$ cat src/rtl/lpc_bar_pkg.sv
package lpc_bar_pkg;

    parameter int NUM_BARS  = 8;
    parameter int ADDR_W    = 16;
    parameter int MASK_W    = 8;
    parameter int DEV_W     = 6;
    parameter int OFFSET_W  = 7;
    parameter int BAR_W     = 32;

    localparam logic [DEV_W-1:0] CFG_PORT_DEV = 6'h0C;

    // BAR word: base[31:16], valid[15], spare[14], device[13:8], mask[7:0]
    typedef struct packed {
        logic [ADDR_W-1:0] io_base;
        logic              valid;
        logic              spare;
        logic [DEV_W-1:0]  dev;
        logic [MASK_W-1:0] mask;
    } bar_t;

    typedef struct packed {
        logic                claim;
        logic                to_cfg;
        logic                to_rt;
        logic [DEV_W-1:0]    dev;
        logic [OFFSET_W-1:0] offset;
    } route_t;

    function automatic logic bar_hit(bar_t b, logic [ADDR_W-1:0] a);
        logic [ADDR_W-1:0] care;
        care = ~{{(ADDR_W-MASK_W){1'b0}}, b.mask};
        return b.valid && ((a & care) == (b.io_base & care));
    endfunction

    function automatic logic [OFFSET_W-1:0] win_offset(bar_t b, logic [ADDR_W-1:0] a);
        return a[OFFSET_W-1:0] & b.mask[OFFSET_W-1:0];
    endfunction

endpackage

$ cat src/rtl/lpc_bar_bank.sv
module lpc_bar_bank
    import lpc_bar_pkg::*;
#(
    parameter int N     = NUM_BARS,
    localparam int IDX_W = (N > 1) ? $clog2(N) : 1
) (
    input  logic             clk,
    input  logic             rst,
    input  logic             wr_en,
    input  logic [IDX_W-1:0] wr_idx,
    input  logic [BAR_W-1:0] wr_data,
    output bar_t [N-1:0]     bars
);

    bar_t [N-1:0] bar_q;

    always_ff @(posedge clk) begin
        if (rst) begin
            bar_q <= '0;
        end else if (wr_en) begin
            bar_q[wr_idx] <= bar_t'(wr_data);
        end
    end

    assign bars = bar_q;

    assert_write_lands_R1: assert property (@(posedge clk) disable iff (rst)
        ($past(wr_en) && !$past(rst)) |-> (bars[$past(wr_idx)] == bar_t'($past(wr_data))));

    generate
        for (genvar g = 0; g < N; g++) begin : g_rst_chk
            assert_reset_clears_valid_R3: assert property (@(posedge clk) disable iff (rst)
                $past(rst) |-> !bars[g].valid);
        end
    endgenerate

endmodule

$ cat src/rtl/lpc_bar_match.sv
module lpc_bar_match
    import lpc_bar_pkg::*;
#(
    parameter int N = NUM_BARS
) (
    input  bar_t [N-1:0]      bars,
    input  logic [ADDR_W-1:0] addr,
    output logic [N-1:0]      hits
);

    generate
        for (genvar g = 0; g < N; g++) begin : g_cmp
            assign hits[g] = bar_hit(bars[g], addr);
        end
    endgenerate

endmodule

$ cat src/rtl/lpc_bar_prio.sv
module lpc_bar_prio
    import lpc_bar_pkg::*;
#(
    parameter int N     = NUM_BARS,
    localparam int IDX_W = (N > 1) ? $clog2(N) : 1
) (
    input  logic             clk,
    input  logic             rst,
    input  logic [N-1:0]     hits,
    output logic             any_hit,
    output logic [IDX_W-1:0] win_idx,
    output logic [N-1:0]     grant
);

    always_comb begin
        any_hit = 1'b0;
        win_idx = '0;
        for (int i = N - 1; i >= 0; i--) begin
            if (hits[i]) begin
                any_hit = 1'b1;
                win_idx = IDX_W'(i);
            end
        end
    end

    always_comb begin
        grant = '0;
        if (any_hit) grant[win_idx] = 1'b1;
    end

    assert_grant_single_R5: assert property (@(posedge clk) disable iff (rst)
        $onehot0(grant) && ((grant & ~hits) == '0));

    assert_grant_lowest_R5: assert property (@(posedge clk) disable iff (rst)
        ((((grant - 1'b1) & hits) == '0)));

    assert_any_iff_hit_R5: assert property (@(posedge clk) disable iff (rst)
        any_hit == (hits != '0));

endmodule

$ cat src/rtl/lpc_io_claim.sv
module lpc_io_claim
    import lpc_bar_pkg::*;
#(
    parameter int N     = NUM_BARS,
    localparam int IDX_W = (N > 1) ? $clog2(N) : 1
) (
    input  logic                clk,
    input  logic                rst,
    input  logic                bar_wr_en,
    input  logic [IDX_W-1:0]    bar_wr_idx,
    input  logic [BAR_W-1:0]    bar_wr_data,
    input  logic                io_valid,
    input  logic [ADDR_W-1:0]   io_addr,
    output logic                claim,
    output logic [DEV_W-1:0]    dev_id,
    output logic                to_cfg,
    output logic                to_runtime,
    output logic [OFFSET_W-1:0] reg_offset
);

    bar_t [N-1:0]     bars;
    logic [N-1:0]     hits;
    logic [N-1:0]     grant;
    logic             any_hit;
    logic [IDX_W-1:0] win_idx;
    bar_t             win_bar;
    route_t           route_d;
    route_t           route_q;

    lpc_bar_bank #(.N(N)) i_bank (
        .clk     (clk),
        .rst     (rst),
        .wr_en   (bar_wr_en),
        .wr_idx  (bar_wr_idx),
        .wr_data (bar_wr_data),
        .bars    (bars)
    );

    lpc_bar_match #(.N(N)) i_match (
        .bars (bars),
        .addr (io_addr),
        .hits (hits)
    );

    lpc_bar_prio #(.N(N)) i_prio (
        .clk     (clk),
        .rst     (rst),
        .hits    (hits),
        .any_hit (any_hit),
        .win_idx (win_idx),
        .grant   (grant)
    );

    assign win_bar = bars[win_idx];

    always_comb begin
        route_d = '0;
        if (io_valid && any_hit) begin
            route_d.claim  = 1'b1;
            route_d.dev    = win_bar.dev;
            route_d.offset = win_offset(win_bar, io_addr);
            route_d.to_cfg = (win_bar.dev == CFG_PORT_DEV);
            route_d.to_rt  = (win_bar.dev != CFG_PORT_DEV);
        end
    end

    always_ff @(posedge clk) begin
        if (rst) route_q <= '0;
        else     route_q <= route_d;
    end

    assign claim      = route_q.claim;
    assign dev_id     = route_q.dev;
    assign to_cfg     = route_q.to_cfg;
    assign to_runtime = route_q.to_rt;
    assign reg_offset = route_q.offset;

    assert_claim_needs_strobe_R9: assert property (@(posedge clk) disable iff (rst)
        claim |-> $past(io_valid));

    assert_claim_needs_grant_R9: assert property (@(posedge clk) disable iff (rst)
        claim |-> ($past(grant) != '0));

    assert_route_exclusive_R7: assert property (@(posedge clk) disable iff (rst)
        $onehot0({to_cfg, to_runtime}) && (claim == (to_cfg | to_runtime)));

    assert_cfg_device_R7: assert property (@(posedge clk) disable iff (rst)
        to_cfg |-> (dev_id == CFG_PORT_DEV));

    assert_idle_zero_R10: assert property (@(posedge clk) disable iff (rst)
        !claim |-> (dev_id == '0 && reg_offset == '0));

endmodule

$ cat config.mk
export PLATFORM = sky130hd
export DESIGN_NAME = lpc_io_claim
export DESIGN_NICKNAME = d
export VERILOG_FILES = /design/src/rtl/lpc_bar_pkg.sv /design/src/rtl/lpc_bar_bank.sv /design/src/rtl/lpc_bar_match.sv /design/src/rtl/lpc_bar_prio.sv /design/src/rtl/lpc_io_claim.sv
export SDC_FILE = /design/constraint.sdc
export NUM_CORES = 1
export LEC_CHECK = 0
export BUFFER_PORTS_ARGS = -buffer_cell sky130_fd_sc_hd__buf_2
export CORE_ASPECT_RATIO = 0.75
export CORE_MARGIN = 3
export CORE_UTILIZATION = 48
export CTS_BUF_LIST = sky130_fd_sc_hd__clkbuf_16
export CTS_CLUSTER_SIZE = 30
export DETAILED_ROUTE_END_ITERATION = 12
export PLACE_DENSITY = 0.73
export SETUP_SLACK_MARGIN = 0.15
export SLEW_MARGIN = 20
export SYNTH_ARGS = -nofsm -noshare
export SYNTH_HDL_FRONTEND = slang
export SYNTH_HIERARCHICAL = 1
export SYNTH_SLANG_ARGS = --single-unit
$ cat constraint.sdc
create_clock -name clk -period 3.29 [get_ports clk]
set_input_delay 0.329 -clock clk [delete_from_list [all_inputs] [get_ports clk]]
set_output_delay 0.329 -clock clk [all_outputs]
set_load 0.005 [all_outputs]
# Word level (Yosys, flattened, before mapping)
# Cells that the tools add are included.
# totals
regBits,272
input_bits,55
wordCells,117
# classes
magnitude_cmp,3
n_eq_ne,10
n_mux,22
bitwise,26
reduce_logical,11
# ops
operator,count
AND 16 bit,16
bitwise mux 256 bit,1
equality test 16 bit,8
inverter 8 -> 16 bit,8
binary-select mux 32 bit (select 3 bit),1
demux 32 bit (select 3 bit),1
2-to-1 mux 32 bit,1
2-to-1 mux 3 bit,8
2-to-1 mux 16 bit,1
2-to-1 mux 14 bit,1
logical AND 1 bit,10
"< comparator 3 x 4 -> 1 bit, second input constant",2
2-to-1 mux 1 bit,8
AND 7 bit,1
"equality test 6 x 4 -> 1 bit, second input constant",1
"inequality test 6 x 4 -> 1 bit, second input constant",1
"greater-or-equal comparator 3 x 1 -> 1 bit, second input constant",1
OR reduction 2 bit,1
inverter 1 bit,1

# Depth between registers and ports, before layout
# Gate-level depths: netlist of run 1.
# logic_depth
ltp_word,16
ltp_mapped,15
mapped_depth_nobuf,11

# Hierarchy
# The synthesis of run 1 kept the hierarchy.
# by_module_without_submodules
mod,instances,cells_per_inst,area_each_um2
lpc_bar_bank,1,905,10022.1
lpc_bar_match,1,216,1725.4
lpc_io_claim,1,101,1330.0
lpc_bar_prio,1,25,145.1

# Worst setup path after synthesis of run 1
# No wires, ideal clock.
# synth_path
kind,input port to flip-flop
start,input io_addr[0]
end,register route_q (netlist bit to_cfg)
setup_time_ps,117
t_arrival_ps,3261
required_time_ps,3173
slack_ps,-88
path_stages,13
cell_sequence,buf_6 -> xnor2_1 -> o22ai_1 -> or4_1 -> nor3_2 -> inv_2 -> a221o_2 -> a21oi_2 -> buf_6 -> mux4_1 -> mux2i_1 -> nor2b_1 -> and4b_1
# synth_between
word_cells_on_any_way,46
# synth_rtl
element,line_no,text
"start, declared",lpc_io_claim.sv:13,"input logic [ADDR_W-1:0] io_addr,"
AND 16 bit,lpc_bar_pkg.sv:32,return b.valid && ((a & care) == (b.io_base & care));
equality test 16 bit,lpc_bar_pkg.sv:32,
logical AND 1 bit,lpc_bar_pkg.sv:32,
via hits[3],lpc_io_claim.sv:22,logic [N-1:0] hits;
2-to-1 mux 3 bit (4 in a row),lpc_bar_prio.sv:19,if (hits[i]) begin
via win_idx[0],lpc_io_claim.sv:25,logic [IDX_W-1:0] win_idx;
binary-select mux 32 bit (select 3 bit),lpc_io_claim.sv:54,assign win_bar = bars[win_idx];
2-to-1 mux 14 bit (implied by the code),lpc_io_claim.sv:54,
equality test 6 x 4 -> 1 bit,lpc_io_claim.sv:62,route_d.to_cfg = (win_bar.dev == CFG_PORT_DEV);
"end signal, assigned",lpc_io_claim.sv:69,else route_q <= route_d;
"end, declared",lpc_io_claim.sv:28,route_t route_q;
# The timed path passes the listed nets, and every way through them passes these cells. The select of a mux whose other input is x is not followed.
# A chain may end at the register's enable or synchronous reset.

# Final worst setup path of run 1
# layout_path
start,register i_bank.bar_q (netlist bit i_bank/bars[247])
end,register route_q (netlist bit to_runtime)
# layout_between
elab_chain_len,14
word_cells_on_any_way,25
# layout_rtl
element,line_no,text
"start, declared",lpc_bar_bank.sv:15,bar_t [N-1:0] bar_q;
"start signal, assigned by index",lpc_bar_bank.sv:21,bar_q[wr_idx] <= bar_t'(wr_data);
AND 16 bit,lpc_bar_pkg.sv:32,
equality test 16 bit,lpc_bar_pkg.sv:32,
logical AND 1 bit,lpc_bar_pkg.sv:32,
via hits[7],lpc_io_claim.sv:22,
2-to-1 mux 3 bit (8 in a row),lpc_bar_prio.sv:19,
via win_idx[0],lpc_io_claim.sv:25,
binary-select mux 32 bit (select 3 bit),lpc_io_claim.sv:54,
2-to-1 mux 14 bit (implied by the code),lpc_io_claim.sv:54,
inequality test 6 x 4 -> 1 bit,lpc_io_claim.sv:63,route_d.to_rt = (win_bar.dev != CFG_PORT_DEV);
# The timed path passes the listed nets, and every way through them passes these cells. The select of a mux whose other input is x is not followed.

==> results of run 1 <==
## through the flow
stage	cell area [um^2]	setup WS, ns	total power [mW]
4_1_cts	14700	-0.0515	6.88
5_1_grt	14800	-0.238	7.06
2_1_floorplan	12900	0.112	3.79
3_5_place_dp	13800	-0.325	3.98
6_report	14800	-0.114	6.84
3_3_place_gp	13800	-0.295	3.97
## timing repair
item,4_1_cts,5_1_grt
gates resized for setup,35,16
setup buffers,3,3
pin swaps,11,8
setup endpoints to repair,15,15
hold buffers,0,0
## layout make-up
| cell class | count | area, um^2 | area share (%) |
|---|---|---|---|
| sequential | 264 | 5300 | 35.8 |
| tap | 344 | 430 | 2.91 |
| multi-input combinational | 825 | 7120 | 48.1 |
| antenna | 2 | 5.00 | 0.0338 |
| inverter | 4 | 15.0 | 0.101 |
| timing repair buffer | 153 | 1100 | 7.42 |
| clock buffer | 28 | 701 | 4.73 |
| clock inverter | 22 | 134 | 0.904 |
## cells in the final DEF (no fill, tap or decap), types with 24 or more instances in the layout
cell type and count:
mux2i_1 260, mux4_2 24, xnor2_1 87, dfxtp_1 255
buf_4 70, xor2_1 32, clkbuf_16 28, buf_2 68
nor2_1 24, nand2b_1 280
## state kept, by name (all words and copies together), names as in the netlist
name,flops
claim,1
to_runtime,1
i_bank/bars,248
to_cfg,1
reg_offset,7
dev_id,6
## per-layer routing
layer / up-vias / track usage, %
met4: 0 / 4.60
li1: 4212 / -
met1: 4331 / 35.0
met5: - / 0
met2: 236 / 34.7
met3: 42 / 5.06
## path summary, 6_finish.rpt
path         slack (ns)               to             start
min                0.13    reg_offset[4]        io_addr[4]
max               -0.11       to_runtime  i_bank/bars[247]
min reg2reg        0.47  i_bank/bars[41]   i_bank/bars[41]
max reg2reg       -0.11       to_runtime  i_bank/bars[247]
## where the power goes
| part | leakage [nW] | total [mW] | switching, mW | internal [mW] |
|---|---|---|---|---|
| clock | 0.429 | 2.91 | 1.29 | 1.62 |
| combinational | 4.05 | 0.621 | 0.336 | 0.285 |
| sequential | 2.14 | 3.31 | 0.0497 | 3.26 |
| total | 6.61 | 6.84 | 1.68 | 5.17 |
## worst max-delay path: stages, from the launching register on
cell	delay, ns
dfxtp_2	0.33
xnor2_2	0.15
buf_4	0.13
o22ai_1	0.06
or4_4	0.56
nor3_4	0.14
nand2b_1	0.07
a221o_2	0.36
a21oi_4	0.23
buf_12	0.17
mux4_2	0.51
mux2i_2	0.21
nor2b_4	0.22
a41oi_1	0.12
==> metrics.csv, run 1 <==
stage,metric,value,unit
floorplan,die area,28800,um^2
cts,clock root cell,clkbuf_16,
timing,part of the cycle the worst path needs,103,%
final_layout,Finished Layout Cells,1642,
place,port bufs,69,
cts,TritonCTS buffer count,28,
detailed_routing,DRT Pass-1 Iters,7,
global_route,vias in the first global route,8818,
cts,Worst-Skew Late Latency,0.56,ns
timing,Final Hold Fails,0,
final_layout,filler cell count,2179,
timing,Max Slew Vio Count,0,
detailed_routing,met3 wire len,2.40,mm
floorplan,Initial Util,49.2,%
cts,clk sink count,264,
detailed_routing,Met1 Wirelength,16.6,mm
synth,post-synthesis cell count,1212,
floorplan,Core Area,26200,um^2
timing,final hold slack,0.134,ns
pwr,P_leak,6.61,nW
timing,setup TNS,-0.316,ns
detailed_routing,DR WL met2,14.5,mm
detailed_routing,DR iter-0 viols,684,
worst_hold_path,type of the worst min-delay path,in2reg,
synth,Syn Area/Cell,10.6,um^2
global_route,first-pass GRT wire length,53.0,mm
timing,Max Fclk,294,MHz
floorplan,Ports,71,
detailed_routing,residual DRC count,0,
place,gpl congestion,0.896,
synth,net count after synthesis,1267,
pwr,VDD IR max,0.319,mV
worst_setup_path,WP data arrival,3.81,ns
timing,final worst slack,-0.114,ns
pwr,power per cell area,462,nW/um^2
floorplan,# rows,51,
detailed_routing,DR vias/cell,5.37,
timing,clk_skew,0.0261,ns
timing,minimum clock period,3.40,ns
detailed_routing,vias,8821,
detailed_routing,Antenna Nets Post-Route,0,
job,number of max-cap violations,0,
status,failing checks,setup timing,
timing,unrepaired setup endpoints after global routing,yes,
cts,Max Buffers Root-to-Sink,3,
floorplan,Die Span X,195,um
floorplan,Chip Height,148,um
worst_setup_path,crit start category,register,
worst_setup_path,CP Class,reg2reg,
global_route,total grt overflow,0,
worst_setup_path,Crit Path Max Fanout,7,
timing,final setup vio count,3,
worst_setup_path,Crit path required time,3.70,ns
synth,mapped cell area,12900,um^2
cts,H-Tree Depth,1,
final_layout,area delta synth->final,15.0,%
global_route,largest net degree at the start of global routing,71,
place,hpwl dp,23.4,mm
timing,Worst-Margin Slew,0.833,ns
global_route,total track usage,23.3,%
worst_setup_path,crit end category,register,
worst_setup_path,FF-to-FF path depth,13,
timing,Worst slew margin,44.4,%
final_layout,fraction of layout cells with a size suffix above 1,20.6,%
global_route,initial antenna violation count,2,
synth,Yosys Warn Count,6,
final_layout,fin nets,1331,
detailed_routing,final WL,34.0,mm
detailed_routing,WL per Instance,20.7,um
status,status,"complete, but fails checks",
cts,CTS tree,done,
final_layout,final core area utilization,56.6,%
worst_hold_path,hold path depth,3,
cts,Clock transition at path regs,0.06,ns
detailed_routing,top sig layer,met4,
place,dpl cells,1584,
Note: power is estimated with default switching activity, not from simulation.
==> run 2, diff against run 1 <==
Settings changed: CORE_UTILIZATION 48 to 50, PLACE_DENSITY 0.73 to 0.75.
==> metrics.csv, run 2 (same netlist as run 1, synthesis figures left out) <==
stage,metric,value,unit,change
cts,Worst-Skew Late Latency,0.54,ns,-0.02 ns
job,number of max-cap violations,0,,unchanged
final_layout,max reg flops,248,,unchanged
floorplan,Chip Height,145,um,-1.9%
cts,Max Buffers Root-to-Sink,3,,unchanged
worst_setup_path,FF-to-FF path depth,13,,unchanged
detailed_routing,DR vias/cell,5.55,,+3.4%
timing,clk_skew,0.0177,ns,-0.00836 ns
timing,Worst-Margin Slew,1.01,ns,+0.176 ns
final_layout,FF/Latch Area,5290,um^2,about the same
timing,final worst slack,-0.174,ns,-0.0599 ns
timing,Worst slew margin,32.6,%,-12 points
final_layout,n_diodes,0,,-2
floorplan,Initial Util,51.2,%,+2.0 points
timing,Max Slew Vio Count,0,,unchanged
worst_hold_path,hold path depth,3,,unchanged
cts,CTS Hold Bufs,0,,unchanged
detailed_routing,Antenna Nets Post-Route,0,,unchanged
final_layout,fraction of layout cells with a size suffix above 1,20.0,%,-0.60 points
worst_hold_path,Worst Hold End,reg_offset[0],,
final_layout,Finished Layout Cells,1633,,-0.55%
timing,setup TNS,-0.702,ns,-0.387 ns
timing,Final Hold Fails,0,,unchanged
status,status,"complete, but fails checks",,
timing,minimum clock period,3.46,ns,+0.0599 ns
pwr,total power,6.86,mW,+0.19%
cts,TritonCTS buffer count,29,,+3.6%
cts,clk sink count,264,,unchanged
worst_setup_path,Crit Path Max Fanout,5,,-2
place,gpl congestion,0.878,,-2.0%
worst_setup_path,reg2reg end,to_cfg,,
detailed_routing,WL per Instance,20.8,um,+0.23%
cts,Clock transition at path regs,0.06,ns,about the same
detailed_routing,final WL,33.9,mm,-0.32%
final_layout,area delta synth->final,14.6,%,
pwr,power per cell area,465,nW/um^2,+0.55%
place,Placed Area,13700,um^2,-0.49%
timing,part of the cycle the worst path needs,105,%,+1.8 points
cts,CTS tree,done,,
global_route,initial antenna violation count,4,,+2
final_layout,final core area utilization,58.7,%,+2.1 points
final_layout,final instance area,14800,um^2,-0.36%
detailed_routing,vias,9070,,+2.8%
place,hpwl dp,22.8,mm,-2.7%
place,port bufs,69,,unchanged
final_layout,area of the multi-input gates,7130,um^2,about the same
floorplan,Die Span X,191,um,-2.0%
worst_setup_path,Crit path required time,3.71,ns,about the same
cts,H-Tree Depth,1,,unchanged
pwr,P_leak,6.59,nW,-0.35%
floorplan,die area,27700,um^2,-3.9%
final_layout,filler cell count,2110,,-3.2%
timing,unrepaired setup endpoints after global routing,yes,,
detailed_routing,DR iter-0 viols,837,,+22%
floorplan,# rows,50,,-2.0%
floorplan,Core Area,25100,um^2,-3.9%
worst_setup_path,RR Startpoint,i_bank/bars[245],,
worst_hold_path,type of the worst min-delay path,in2reg,,
global_route,total grt overflow,0,,unchanged
worst_setup_path,crit start category,register,,
place,dpl cells,1575,,-0.57%
worst_setup_path,FF-to-FF setup slack,-0.17,ns,-0.06 ns
detailed_routing,residual DRC count,0,,unchanged
global_route,total track usage,24.1,%,+0.74 points
worst_setup_path,crit end category,register,,
timing,final setup vio count,9,,+6
final_layout,most frequent cells in the layout,"nand2b_1 (280), mux2i_1 (259), dfxtp_1 (259)",,
timing,Max Fclk,289,MHz,-1.7%
worst_setup_path,WP data arrival,3.88,ns,+0.07 ns
pwr,VDD IR max,0.349,mV,+9.5%
final_layout,"commonest non-fill, non-tap cell in the layout",nand2b_1,,
worst_hold_path,hold path start,io_addr[0],,
detailed_routing,DRT Pass-1 Iters,5,,-2
status,failing checks,setup timing,,
global_route,largest net degree at the start of global routing,80,,+13%
floorplan,Ports,71,,unchanged
cts,clock root cell,clkbuf_16,,
final_layout,fin nets,1329,,-0.15%
global_route,vias in the first global route,8942,,+1.4%
global_route,first-pass GRT wire length,52.5,mm,-0.95%
worst_setup_path,CP Class,reg2reg,,
run 2: cell types whose count changed in the layout (fill, tap and decap cells not counted), moves of 3 or more:
cell,change
dfxtp_1,+4
inv_1,+4
clkinv_1,-3
dfxtp_2,-5
run 2: cell type report:
class | instances | area share (%)
Sequential cell | 264 | 35.9
Clock inverter | 23 | 0.831
Timing Repair Buffer | 150 | 7.05
Inverter | 4 | 0.102
Tap cell | 338 | 2.87
Multi-Input combinational cell | 825 | 48.3
Clock buffer | 29 | 4.92
run 2: metal layers:
metal  track usage, %  part of all wire [%]
met4             4.99                   1.8
met5                0                 0.062
met3             4.32                   7.9
met2             35.4                    43
met1             36.8                    48
run 2: worst max-delay path by stage:
stage / from / end / slack (ns) / cells after the start
6_report: i_bank/bars[245] / to_cfg / -0.17 / 13
5_1_grt: i_bank/bars[245] / to_runtime / -0.26 / 12
4_1_cts: i_bank/bars[255] / to_cfg / -0.02 / 13
3_5_place_dp: io_addr[5] / to_runtime / -0.39 / 13
3_3_place_gp: io_addr[14] / to_runtime / -0.33 / 14
2_1_floorplan: io_addr[3] / to_cfg / 0.11 / 13
run 2: critical path: stages, from the launching register on:
cell and delay (ns):
dfxtp_2 0.33, xnor2_2 0.23, o22ai_1 0.13, or4_4 0.53, nor3_4 0.20, nand2b_1 0.09
a221o_2 0.37, a21oi_4 0.23, buf_12 0.16, buf_6 0.09, mux4_2 0.52, mux2i_4 0.20
nor2b_4 0.08, and4b_1 0.19
run 2: metrics by stage:
stage | setup WS [ns] | hold WS, ns
floorplan | 0.112 | 0.444
global placement | -0.329 | 0.457
detailed placement | -0.390 | 0.470
CTS | -0.0247 | 0.124
global route | -0.257 | 0.129
finish | -0.174 | 0.133
run 2: what timing repair did:
| action | 4_1_cts | 5_1_grt |
|---|---|---|
| pin swaps | 13 | 12 |
| endpoints found under the setup margin | 15 | 15 |
| gates resized for setup | 31 | 15 |
| buffers inserted | 4 | 2 |
run 2: report_power, final:
group	total (mW)	internal [mW]	switching, mW
sequential	3.31	3.26	0.0501
clock	2.93	1.66	1.27
combinational	0.615	0.278	0.337
==> run 3, diff against run 2 <==
Settings changed: PLACE_DENSITY 0.75 to 0.72.
Clock period 3.29 ns to 3.53 ns, I/O delays scaled along.
==> metrics.csv, run 3 (same netlist as run 1, synthesis figures left out) <==
stage,metric,value,unit,change
timing,final setup vio count,2,,-7
final_layout,"commonest non-fill, non-tap cell in the layout",nand2b_1,,
worst_setup_path,Max stage delay on crit path,0.55,ns,+0.02 ns
worst_setup_path,critical path's top delay family,simple AND/OR/NAND/NOR gates,,
worst_setup_path,Worst Path Buf+Inv,1,,-1
pwr,Cell Int Power,4.84,mW,-7.0%
pwr,Net Sw Frac,23.8,%,-0.32 points
detailed_routing,final WL,32.7,mm,-3.5%
worst_setup_path,Crit Path Max Fanout,4,,-1
floorplan,Chip Height,145,um,unchanged
worst_setup_path,WP data arrival,3.97,ns,+0.09 ns
worst_setup_path,worst setup path start,i_bank/bars[243],,
detailed_routing,residual DRC count,0,,unchanged
floorplan,Initial Util,51.2,%,unchanged
global_route,total track usage,23.1,%,-0.98 points
pwr,VDD IR max,0.328,mV,-6.1%
timing,Worst-Margin Slew,1.14,ns,+0.134 ns
status,failing checks,setup timing,,
final_layout,filler cell count,2125,,+0.71%
worst_setup_path,Crit path required time,3.93,ns,+0.22 ns
cts,Max Buffers Root-to-Sink,3,,unchanged
place,port bufs,69,,unchanged
pwr,Sequential Power Share,48.7,%,+0.4 points
worst_setup_path,crit end category,register,,
timing,Worst slew margin,23.7,%,-8.9 points
cts,CTS Hold Bufs,0,,unchanged
worst_setup_path,CP max-delay cell,or4_4,,
pwr,proportion of power drawn by combinational gates,8.9,%,about the same
cts,clock root cell,clkbuf_16,,
timing,minimum clock period,3.58,ns,+0.111 ns
worst_hold_path,hold path start,io_addr[5],,
timing,part of the cycle the worst path needs,101,%,-4.0 points
final_layout,fin nets,1317,,-0.90%
final_layout,area of the multi-input gates,7180,um^2,+0.72%
floorplan,Die Span X,191,um,unchanged
status,status,"complete, but fails checks",,
floorplan,# rows,50,,unchanged
pwr,Clock power frac,42.5,%,-0.2 points
worst_setup_path,crit start category,register,,
detailed_routing,WL per Instance,20.3,um,-2.4%
timing,unrepaired setup endpoints after global routing,yes,,
detailed_routing,DR vias/cell,5.42,,-2.5%
detailed_routing,Antenna Nets Post-Route,0,,unchanged
pwr,total power,6.35,mW,-7.4%
final_layout,fraction of layout cells with a size suffix above 1,19.7,%,-0.34 points
pwr,P_leak,6.60,nW,+0.11%
global_route,initial antenna violation count,1,,-3
floorplan,die area,27700,um^2,unchanged
place,gpl congestion,0.829,,-5.6%
cts,TritonCTS buffer count,28,,-3.4%
timing,clk_skew,0.00946,ns,-0.00823 ns
cts,Worst-Skew Late Latency,0.54,ns,about the same
place,hpwl dp,21.4,mm,-6.3%
timing,final worst slack,-0.0452,ns,+0.129 ns
timing,setup TNS,-0.0759,ns,+0.627 ns
worst_setup_path,RR Startpoint,i_bank/bars[243],,
floorplan,Core Area,25100,um^2,unchanged
final_layout,Finished Layout Cells,1615,,-1.1%
final_layout,n_diodes,0,,unchanged
worst_hold_path,type of the worst min-delay path,in2reg,,
cts,CTS tree,done,,
place,dpl ws,-0.232,ns,+0.158 ns
final_layout,area delta synth->final,14.6,%,about the same
pwr,Net Switching,1.51,mW,-8.6%
place,dpl cells,1560,,-0.95%
detailed_routing,DR iter-0 viols,571,,-32%
timing,Max Fclk,280,MHz,-3.1%
detailed_routing,vias,8750,,-3.5%
floorplan,Ports,71,,unchanged
cts,clk sink count,264,,unchanged
global_route,first-pass GRT wire length,50.6,mm,-3.6%
detailed_routing,DRT Pass-1 Iters,5,,unchanged
final_layout,most frequent cells in the layout,"nand2b_1 (280), mux2i_1 (260), dfxtp_1 (254)",,
global_route,total grt overflow,0,,unchanged
worst_setup_path,CP Class,reg2reg,,
job,number of max-cap violations,0,,unchanged
cts,Clock transition at path regs,0.06,ns,about the same
global_route,vias in the first global route,8846,,-1.1%
cts,H-Tree Depth,1,,unchanged
final_layout,max reg flops,248,,unchanged
global_route,largest net degree at the start of global routing,99,,+24%
final_layout,FF/Latch Area,5300,um^2,about the same
worst_setup_path,crit path cell chain,xnor2_1 > nor2_1 > or4_4 > nor3_4 > nand2b_1 > a221o_2 > a21oi_4 > buf_6 > mux4_2 > mux2i_2 > nor2b_4 > a41oi_2,,
pwr,power per cell area,430,nW/um^2,-7.4%
timing,Max Slew Vio Count,0,,unchanged
timing,Final Hold Fails,0,,unchanged
-- run 3: path summary, 6_finish.rpt --
kind	to	slack [ns]	cells past startpoint
worst min register to register	i_bank/bars[108]	0.47	2
worst max-delay path	to_runtime	-0.05	12
worst max register to register	to_runtime	-0.05	12
worst min-delay path	reg_offset[5]	0.13	3
-- run 3: what timing repair did --
action / 4_1_cts / 5_1_grt
endpoints found under the setup margin: 12 / 15
buffers inserted: 4 / 5
gates resized for setup: 11 / 51
pin swaps: 4 / 16
gates cloned: 0 / 1
-- run 3: power by group through the flow --
stage / registers, mW / clock network [mW] / logic [mW]
3_3_place_gp: 3.15 / 0 / 0.534
2_1_floorplan: 3.14 / 0 / 0.386
3_5_place_dp: 3.15 / 0 / 0.540
5_1_grt: 3.09 / 2.86 / 0.599
6_report: 3.09 / 2.70 / 0.562
4_1_cts: 3.09 / 2.74 / 0.547
-- run 3: through the flow --
stage	util (%)	instance area (um^2)	hold slack [ns]
final	58.6	14700	0.130
after global routing	58.6	14700	0.133
after CTS	57.7	14500	0.0866
after detailed placement	54.1	13600	0.463
after global placement	54.1	13600	0.457
after floorplan	-	12900	0.444
-- run 3: layer usage --
layer / share of wire, % / routed length (um) / GRT usage, % / vias up
li1: - / - / - / 4181
met1: 50 / 16300 / 34.8 / 4342
met5: 0 / 0 / 0 / -
met3: 5.0 / 1650 / 4.28 / 46
met4: 1.8 / 584 / 4.51 / 0
met2: 43 / 14200 / 34.6 / 181
-- run 3: area by class of cell --
| type | count | area share, % |
|---|---|---|
| Multi-Input combinational cell | 825 | 48.7 |
| Sequential cell | 264 | 35.9 |
| Timing Repair Buffer | 139 | 6.86 |
| Clock buffer | 29 | 4.92 |
| Tap cell | 338 | 2.87 |
| Clock inverter | 16 | 0.636 |
| Inverter | 4 | 0.102 |
-- run 3: worst register-to-register path: cells and delay by family (launching register included) --
family,cells,cell delay [ns]
flip-flops,1,0.33
XOR/XNOR,1,0.18
multiplexers,2,0.73
buffers and inverters,1,0.19
AND/OR/NAND/NOR,5,1.16
AO/OA/AOI/OAI,3,0.84
